<file path="src/rtl/pkt_admit_pkg.sv">
// Package: shared types for the packet admission arbiter.
// Assumes: nothing beyond a single clock domain.
package pkt_admit_pkg;

    // Admission policy; the encoding matches the mode_whole input bit.
    typedef enum logic {
        MODE_WORD  = 1'b0,
        MODE_WHOLE = 1'b1
    } admit_mode_e;

endpackage : pkt_admit_pkg

</file>
<file path="src/rtl/admit_space_chk.sv">
// Module: admit_space_chk
// Compares the free room of the output FIFO with the head packet length
// plus the pipeline latency margin. Purely combinational.
// Assumes: one FIFO word per byte; a used count above DEPTH means full.
module admit_space_chk #(
    parameter int DEPTH = 2048,
    parameter int LAT   = 10,
    parameter int LEN_W = 11,
    parameter int CNT_W = 12
) (
    input  logic [CNT_W-1:0] used_i,
    input  logic [LEN_W-1:0] len_i,
    output logic             fits_o
);

    localparam int SUM_W = ((CNT_W > LEN_W) ? CNT_W : LEN_W) + 2;
    localparam logic [SUM_W-1:0] DEPTH_X = SUM_W'(DEPTH);
    localparam logic [SUM_W-1:0] LAT_X   = SUM_W'(LAT);

    logic [SUM_W-1:0] used_x;
    logic [SUM_W-1:0] free_x;
    logic [SUM_W-1:0] need_x;

    assign used_x = SUM_W'(used_i);

    // Free room, floored at zero when the count reaches or passes the depth.
    always_comb begin
        if (used_x >= DEPTH_X) begin
            free_x = '0;
        end else begin
            free_x = DEPTH_X - used_x;
        end
    end

    // Room required: the packet itself plus the words in flight.
    assign need_x = SUM_W'(len_i) + LAT_X;

    assign fits_o = (free_x > need_x);

endmodule : admit_space_chk

</file>
<file path="src/rtl/admit_pkt_track.sv">
// Module: admit_pkt_track
// Tracks whether a packet is in progress and holds the policy latched
// at its first word. State changes only on an actual read.
// Assumes: head_last_i is valid in every cycle in which rd_i is high.
module admit_pkt_track
    import pkt_admit_pkg::*;
(
    input  logic        clk,
    input  logic        rst_n,
    input  logic        rd_i,
    input  logic        head_last_i,
    input  admit_mode_e mode_i,
    output logic        in_pkt_o,
    output admit_mode_e mode_q_o
);

    // In-packet flag: set by a non-last read, cleared by a last read.
    always_ff @(posedge clk) begin
        if (!rst_n) begin
            in_pkt_o <= 1'b0;
        end else if (rd_i) begin
            in_pkt_o <= !head_last_i;
        end
    end

    // Policy latch: captured only on the first read of a packet.
    always_ff @(posedge clk) begin
        if (!rst_n) begin
            mode_q_o <= MODE_WORD;
        end else if (rd_i && !in_pkt_o) begin
            mode_q_o <= mode_i;
        end
    end

    // the latched policy cannot move while a packet continues.
    p_mode_held_r7: assert property (@(posedge clk) disable iff (!rst_n)
        (in_pkt_o && $past(in_pkt_o)) |-> $stable(mode_q_o));

    // a read of the last word ends the packet on the next cycle.
    p_last_ends_r9: assert property (@(posedge clk) disable iff (!rst_n)
        (rd_i && head_last_i) |=> !in_pkt_o);

    // a read of a non-last word leaves a packet open.
    p_mid_opens_r9: assert property (@(posedge clk) disable iff (!rst_n)
        (rd_i && !head_last_i) |=> in_pkt_o);

endmodule : admit_pkt_track

</file>
<file path="src/rtl/admit_vld_pipe.sv">
// Module: admit_vld_pipe
// Delays the read request by the input FIFO read latency to form the
// word-valid strobe for the first pipeline stage.
// Assumes: RD_LAT >= 1.
module admit_vld_pipe #(
    parameter int RD_LAT = 1
) (
    input  logic clk,
    input  logic rst_n,
    input  logic rd_i,
    output logic vld_o
);

    logic [RD_LAT-1:0] stage_q;

    generate
        if (RD_LAT == 1) begin : g_single
            // One-stage delay of the read request.
            always_ff @(posedge clk) begin
                if (!rst_n) begin
                    stage_q <= '0;
                end else begin
                    stage_q <= rd_i;
                end
            end
        end else begin : g_multi
            // Multi-stage shift of the read request.
            always_ff @(posedge clk) begin
                if (!rst_n) begin
                    stage_q <= '0;
                end else begin
                    stage_q <= {stage_q[RD_LAT-2:0], rd_i};
                end
            end
        end
    endgenerate

    assign vld_o = stage_q[RD_LAT-1];

endmodule : admit_vld_pipe

</file>
<file path="src/rtl/pkt_admit_arb.sv">
// Module: pkt_admit_arb (top)
// Read arbiter between an input packet FIFO and a fixed-latency pipeline
// feeding an output FIFO. Whole-packet mode reserves room for the packet
// plus PIPE_LAT in-flight words; word-by-word mode gates each read on the
// output almost-full flag.
// Assumes: in whole-packet mode the complete packet already sits in the
// input FIFO; FIFO_DEPTH is at least one maximum packet plus PIPE_LAT;
// the almost-full threshold reserves at least PIPE_LAT words.
module pkt_admit_arb
    import pkt_admit_pkg::*;
#(
    parameter int FIFO_DEPTH = 2048,
    parameter int PIPE_LAT   = 10,
    parameter int MAX_LEN    = 1518,
    parameter int RD_LAT     = 1,
    localparam int CNT_W     = $clog2(FIFO_DEPTH + 1),
    localparam int LEN_W     = $clog2(MAX_LEN + 1)
) (
    input  logic             clk,
    input  logic             rst_n,
    input  logic             mode_whole,
    input  logic             head_present,
    input  logic [LEN_W-1:0] head_len,
    input  logic             head_last,
    input  logic [CNT_W-1:0] out_used,
    input  logic             out_afull,
    output logic             rd_req,
    output logic             word_vld
);

    logic        fits;
    logic        in_pkt;
    admit_mode_e mode_q;
    admit_mode_e mode_in;
    admit_mode_e act_mode;

    assign mode_in = admit_mode_e'(mode_whole);

    admit_space_chk #(
        .DEPTH (FIFO_DEPTH),
        .LAT   (PIPE_LAT),
        .LEN_W (LEN_W),
        .CNT_W (CNT_W)
    ) space_i (
        .used_i (out_used),
        .len_i  (head_len),
        .fits_o (fits)
    );

    admit_pkt_track track_i (
        .clk         (clk),
        .rst_n       (rst_n),
        .rd_i        (rd_req),
        .head_last_i (head_last),
        .mode_i      (mode_in),
        .in_pkt_o    (in_pkt),
        .mode_q_o    (mode_q)
    );

    admit_vld_pipe #(
        .RD_LAT (RD_LAT)
    ) vld_i (
        .clk   (clk),
        .rst_n (rst_n),
        .rd_i  (rd_req),
        .vld_o (word_vld)
    );

    // Policy in force: latched inside a packet, live at a boundary.
    assign act_mode = in_pkt ? mode_q : mode_in;

    // Read request per policy, forced low during reset.
    always_comb begin
        rd_req = 1'b0;
        if (rst_n) begin
            if (act_mode == MODE_WHOLE) begin
                rd_req = in_pkt || (head_present && fits);
            end else begin
                rd_req = head_present && !out_afull;
            end
        end
    end

    // a whole-packet start needs a present packet that fits.
    p_start_fits_r2: assert property (@(posedge clk) disable iff (!rst_n)
        (rd_req && !in_pkt && mode_whole) |-> (fits && head_present));

    // a whole packet in progress never pauses.
    p_burst_hold_r3: assert property (@(posedge clk) disable iff (!rst_n)
        (in_pkt && mode_q == MODE_WHOLE) |-> rd_req);

    // no read between packets in whole mode without room.
    p_wait_room_r4: assert property (@(posedge clk) disable iff (!rst_n)
        (!in_pkt && mode_whole && !fits) |-> !rd_req);

    // word mode never reads while almost-full is high.
    p_afull_gate_r5: assert property (@(posedge clk) disable iff (!rst_n)
        (act_mode == MODE_WORD && out_afull) |-> !rd_req);

    // for a one-cycle read latency, valid trails the request.
    generate
        if (RD_LAT == 1) begin : g_vld_chk
            p_vld_trail_r8: assert property (@(posedge clk) disable iff (!rst_n)
                word_vld == $past(rd_req));
        end
    endgenerate

endmodule : pkt_admit_arb

</file>
<file path="config.mk">
export PLATFORM = sky130hd
export DESIGN_NAME = pkt_admit_arb
export DESIGN_NICKNAME = d
export VERILOG_FILES = /design/src/rtl/pkt_admit_pkg.sv /design/src/rtl/admit_space_chk.sv /design/src/rtl/admit_pkt_track.sv /design/src/rtl/admit_vld_pipe.sv /design/src/rtl/pkt_admit_arb.sv
export SDC_FILE = /design/constraint.sdc
export NUM_CORES = 1
export LEC_CHECK = 0
export ABC_CLOCK_PERIOD_IN_PS = 3550
export BUFFER_PORTS_ARGS = -buffer_cell sky130_fd_sc_hd__buf_2
export CAP_MARGIN = 20
export CORE_MARGIN = 2
export CORE_UTILIZATION = 51
export CTS_BUF_LIST = sky130_fd_sc_hd__clkbuf_4 sky130_fd_sc_hd__clkbuf_8
export CTS_CLUSTER_SIZE = 14
export DETAILED_ROUTE_END_ITERATION = 10
export PLACE_DENSITY = 0.82
export SYNTH_ARGS = -nofsm -noshare
export SYNTH_HDL_FRONTEND = slang
export SYNTH_SLANG_ARGS = --single-unit
export TNS_END_PERCENT = 50
</file>
<file path="constraint.sdc">
create_clock -name clk -period 3.55 [get_ports clk]
set_input_delay 0.1775 -clock clk [delete_from_list [all_inputs] [get_ports clk]]
set_output_delay 0.1775 -clock clk [all_outputs]
set_load 0.01 [all_outputs]
</file>
Word-level counts from Yosys, hierarchy flattened
Index checks and enable logic that the tools add are counted.
Word-level totals
  output and inout port bits: 2
  word-level logic and storage cells: 18
  flip-flop bits (word level): 3
  input port bits: 29
Operators by class
  $lt $le $gt $ge: 2
  reductions and logical operators: 7
  add/subtract/negate cells: 2
  mux-type cells: 4
Operators with widths (count)
  $gt 14x14->1: 1
  $mux 14: 1
  $sub 12x12->13 const A: 1
  $add 11x4->12 const B: 1
  $ge 12x12->1 const B: 1
  $logic_and 1x1->1: 3
  $logic_not 1->1: 3
  $mux 1: 3
  $logic_or 1x1->1: 1

Longest topological paths before layout
  word-level depth: 8
  mapped depth: 12
  gate-level depth less buffers: 12

Cells and area by module
From an unflattened synthesis, not the netlist that was laid out.
Unflattened totals
  cell total of the unflattened synthesis: 111
  area, all modules: 864.6 um^2
By module, submodules not included
  admit_space_chk: area each 706.9 um^2, seq. area each 0.0 um^2, instances 1, cells each 95
  admit_pkt_track: area each 85.1 um^2, seq. area each 40.0 um^2, instances 1, cells each 8
  pkt_admit_arb: area each 46.3 um^2, seq. area each 0.0 um^2, instances 1, cells each 6
  admit_vld_pipe: area each 26.3 um^2, seq. area each 20.0 um^2, instances 1, cells each 2

Worst setup path after synthesis
OpenSTA, ideal clock, no wires.
  path type: in2out
  start point: input out_used[4]
  end point: output rd_req
  stages on the path: 11
  data required time: 3.372 ns
  arrival: 2.762 ns
  path slack: 0.610 ns
  path through: nor4_4 or4b_4 nor3_1 a21boi_1 nor2_1 ha_1 nand4_1 a21oi_1 o31a_1 o311ai_1 a21oi_1
On the way
  word-level cells in the longest chain between the ends: 7
  elaborated cells between the ends (all ways): 8
RTL lines
  from (decl): line pkt_admit_arb.sv:25  | input logic [CNT_W-1:0] out_used,
  $sub 12x12->13 / $ge 12x12->1 (equally long branches): line admit_space_chk.sv:31, admit_space_chk.sv:28
  $mux 14 (*): line admit_space_chk.sv:28  | if (used_x >= DEPTH_X) begin
  $gt 14x14->1 (*): line admit_space_chk.sv:38  | assign fits_o = (free_x > need_x);
  $logic_and 1x1->1 (*): line pkt_admit_arb.sv:77  | rd_req = in_pkt || (head_present && fits);
  $logic_or 1x1->1 (*): line pkt_admit_arb.sv:77
  $mux 1 (*): line pkt_admit_arb.sv:76  | if (act_mode == MODE_WHOLE) begin
  $mux 1 (*): line pkt_admit_arb.sv:75  | if (rst_n) begin
  to (decl): line pkt_admit_arb.sv:27  | output logic rd_req,
Every way passes the cells marked *; elsewhere a longest branch is shown, timed or not.

Final worst setup path
Ends and elaborated chain as after synthesis.

==> results.toml <==
[setup_path]
setup.worst_path.class = "input pin to output port"
critPathLaunchType = "input pin"
worstSetupEndpointType = "output port"
worstPathArrival_ns = 3.08
required_ns = 3.37
cp_max_fo = 10

[detailed_routing]
num_vias = 943
drt_iter0_drc = 11
wl_um = 1950
wire_per_inst_um = 11.5
vias_per_cell = 5.58
ant_nets = 0
post-route-drc-count = 0
drt_first_pass_iters = 4

[synthesis]
yosysTopAreaCell = "ha_1"
synth_area_sq_um = 843
ys_seq_area_share_pct = 7.12
avgSynthCellArea_sq_um = 7.15
ys_ff_latch = 3
ys_types = 30
synth_nets = 161
synth.area.top_cells = "ha_1 21%, xor2_1 11%, nor2_1 8.5%, dfxtp_1 7.1%, xnor2_1 6.2%"
yosysWarnings = 0
synth_top_area_share_pct = 20.8
synthCells = 118

[place]
place_ws_ns = 0.290
gp_congestion = 0.741
hpwl_um = 1700
port_buffers = 30

[cts]
insertion_delay_ns = 0.24
cts-hold-fix-buffers = 0
path_clk_slew_ns = 0.04
clkSinkCount = 3
cts_resized = 0
cts_setup_buffers = 0
clockBufferDepth = 2
cts_tree = "done"
cts_root_buf = "clkbuf_4"
h-tree-depth = 1
cts_buffers = 3

[sta]
setup_ws_ns = 0.288
fin_crit_ns = 3.26
rsz0062_at_grt = "no"
clock_skew_ns = 0.00801
hold_slack_ns = 0.205
finalCritPeriodShare_pct = 91.9
setup_viol = 0
finalHoldViolations = 0
totalNegativeSetupSlack_ns = 0
max_clock_freq_mhz = 307
slew_headroom_pct = 61.5
drv_slew = 0
worst_pin_slew_ns = 0.577

[power]
total_leakage_power_nw = 0.505
power.density_nw_per_um2 = 201
ir_worst_vdd_uv = 123

[finish]
syn2layout_area_growth_pct = 24.6
finalNetCount = 197
antenna_cells = 0
regArea_sq_um = 60.1
fillers = 147
final_common_cell = "buf_2"
most-common-layout-cells = "30 x buf_2, 19 x nor2_1, 14 x ha_1"
multi_input_comb_area_sq_um = 757
layout-drive-gt1-share_pct = 24.8

[floorplan]
dieWidth_um = 44.7
core_sq_um = 1520
initial_core_util_pct = 55.3
die_h_um = 44.7
dieArea_sq_um = 1990
ios = 31
num_rows = 14

[run]
max_cap_viol_count = 0

[grt]
grt_pass1_wl_um = 3390
first_global_vias = 910
antenna_found_initial = 0
overflow = 0
grt_max_degree = 11
grt.total_usage_pct = 22.7

[status]
status = "completed"

[worst_hold_path]
hold_class = "input pin to register"
## cell type report
class	instances	area share, %
Inverter	7	2.50
Timing Repair Buffer	31	15.0
Tap cell	16	1.90
Multi-Input combinational cell	108	72.0
Clock buffer	4	2.86
Sequential cell	3	5.71
## registers in the layout, indices dropped and copies added, names as in the netlist
name and count:
track_i.in_pkt_o 1, track_i.mode_q_o 1, vld_i.vld_o 1
## where the power goes
group	internal, mW	total, mW	switching [mW]
Clock	0.0500	0.0715	0.0215
Sequential	0.0361	0.0373	0.00125
Combinational	0.0469	0.102	0.0552
## final timing paths
| path | slack [ns] | end | cells past startpoint | startpoint |
|---|---|---|---|---|
| max | 0.29 | rd_req | 13 | out_used[4] |
| min | 0.20 | track_i.mode_q_o | 3 | rst_n |
| max reg2reg | 2.16 | track_i.mode_q_o | 5 | track_i.in_pkt_o |
| min reg2reg | 0.50 | track_i.mode_q_o | 2 | track_i.mode_q_o |
## critical path: stages
cell and delay, ns:
buf_2 0.13, nor4_4 0.32, or4b_4 0.54, nor3_1 0.19
a21boi_1 0.21, nor2_1 0.16, ha_1 0.27, nand4_1 0.14
a21oi_1 0.05, o31a_1 0.29, o311ai_1 0.34, a21oi_1 0.11
buf_2 0.15
## cells in the mapped netlist
library cell,count
nand2b_1,4
o211ai_1,1
or3_1,3
xor2_1,11
a21boi_1,1
nor2_1,19
nand4_1,3
o311ai_0,1
o31a_1,1
or2b_1,1
xnor2_1,6
dfxtp_1,3
and3_1,1
o21ai_0,2
nand3_1,3
a221o_1,1
nor3_1,5
inv_1,7
o21ai_1,1
a21oi_1,6
nor4_1,2
o41ai_2,1
nand2_1,13
nor2b_1,2
or4b_4,1
a21o_1,2
o311ai_1,1
a32oi_1,1
nor4_4,1
ha_1,14
## stage by stage
step | instance area (sq um) | std cells | total power, mW | utilization (%)
finish | 1050 | 169 | 0.211 | 69.0
global route | 1050 | 169 | 0.231 | 69.0
floorplan | 843 | 118 | 0.0993 | -
CTS | 1050 | 169 | 0.213 | 69.0
global placement | 1020 | 165 | 0.136 | 67.0
detailed placement | 1020 | 165 | 0.140 | 67.0
## per-layer routing
metal  vias to the layer above  GRT usage, %  share of wire [%]
met3                         6          1.63                3.1
met5                         -             0                  0
met1                       428          22.5                 40
li1                        490             -                  -
met4                         0          10.9                2.5
met2                        19          45.8                 54
## logic make-up after synthesis
family | after synthesis | synth area share [%]
and+or+nand+nor | 58 | 35.2
AOI/OAI and AO/OA | 19 | 16.2
buffers and inverters | 7 | 3.12
DFF | 3 | 7.12
xor gates and xnor gates | 17 | 17.7
adders and majority gates | 14 | 20.8
Power figures use the tool's default switching activity.
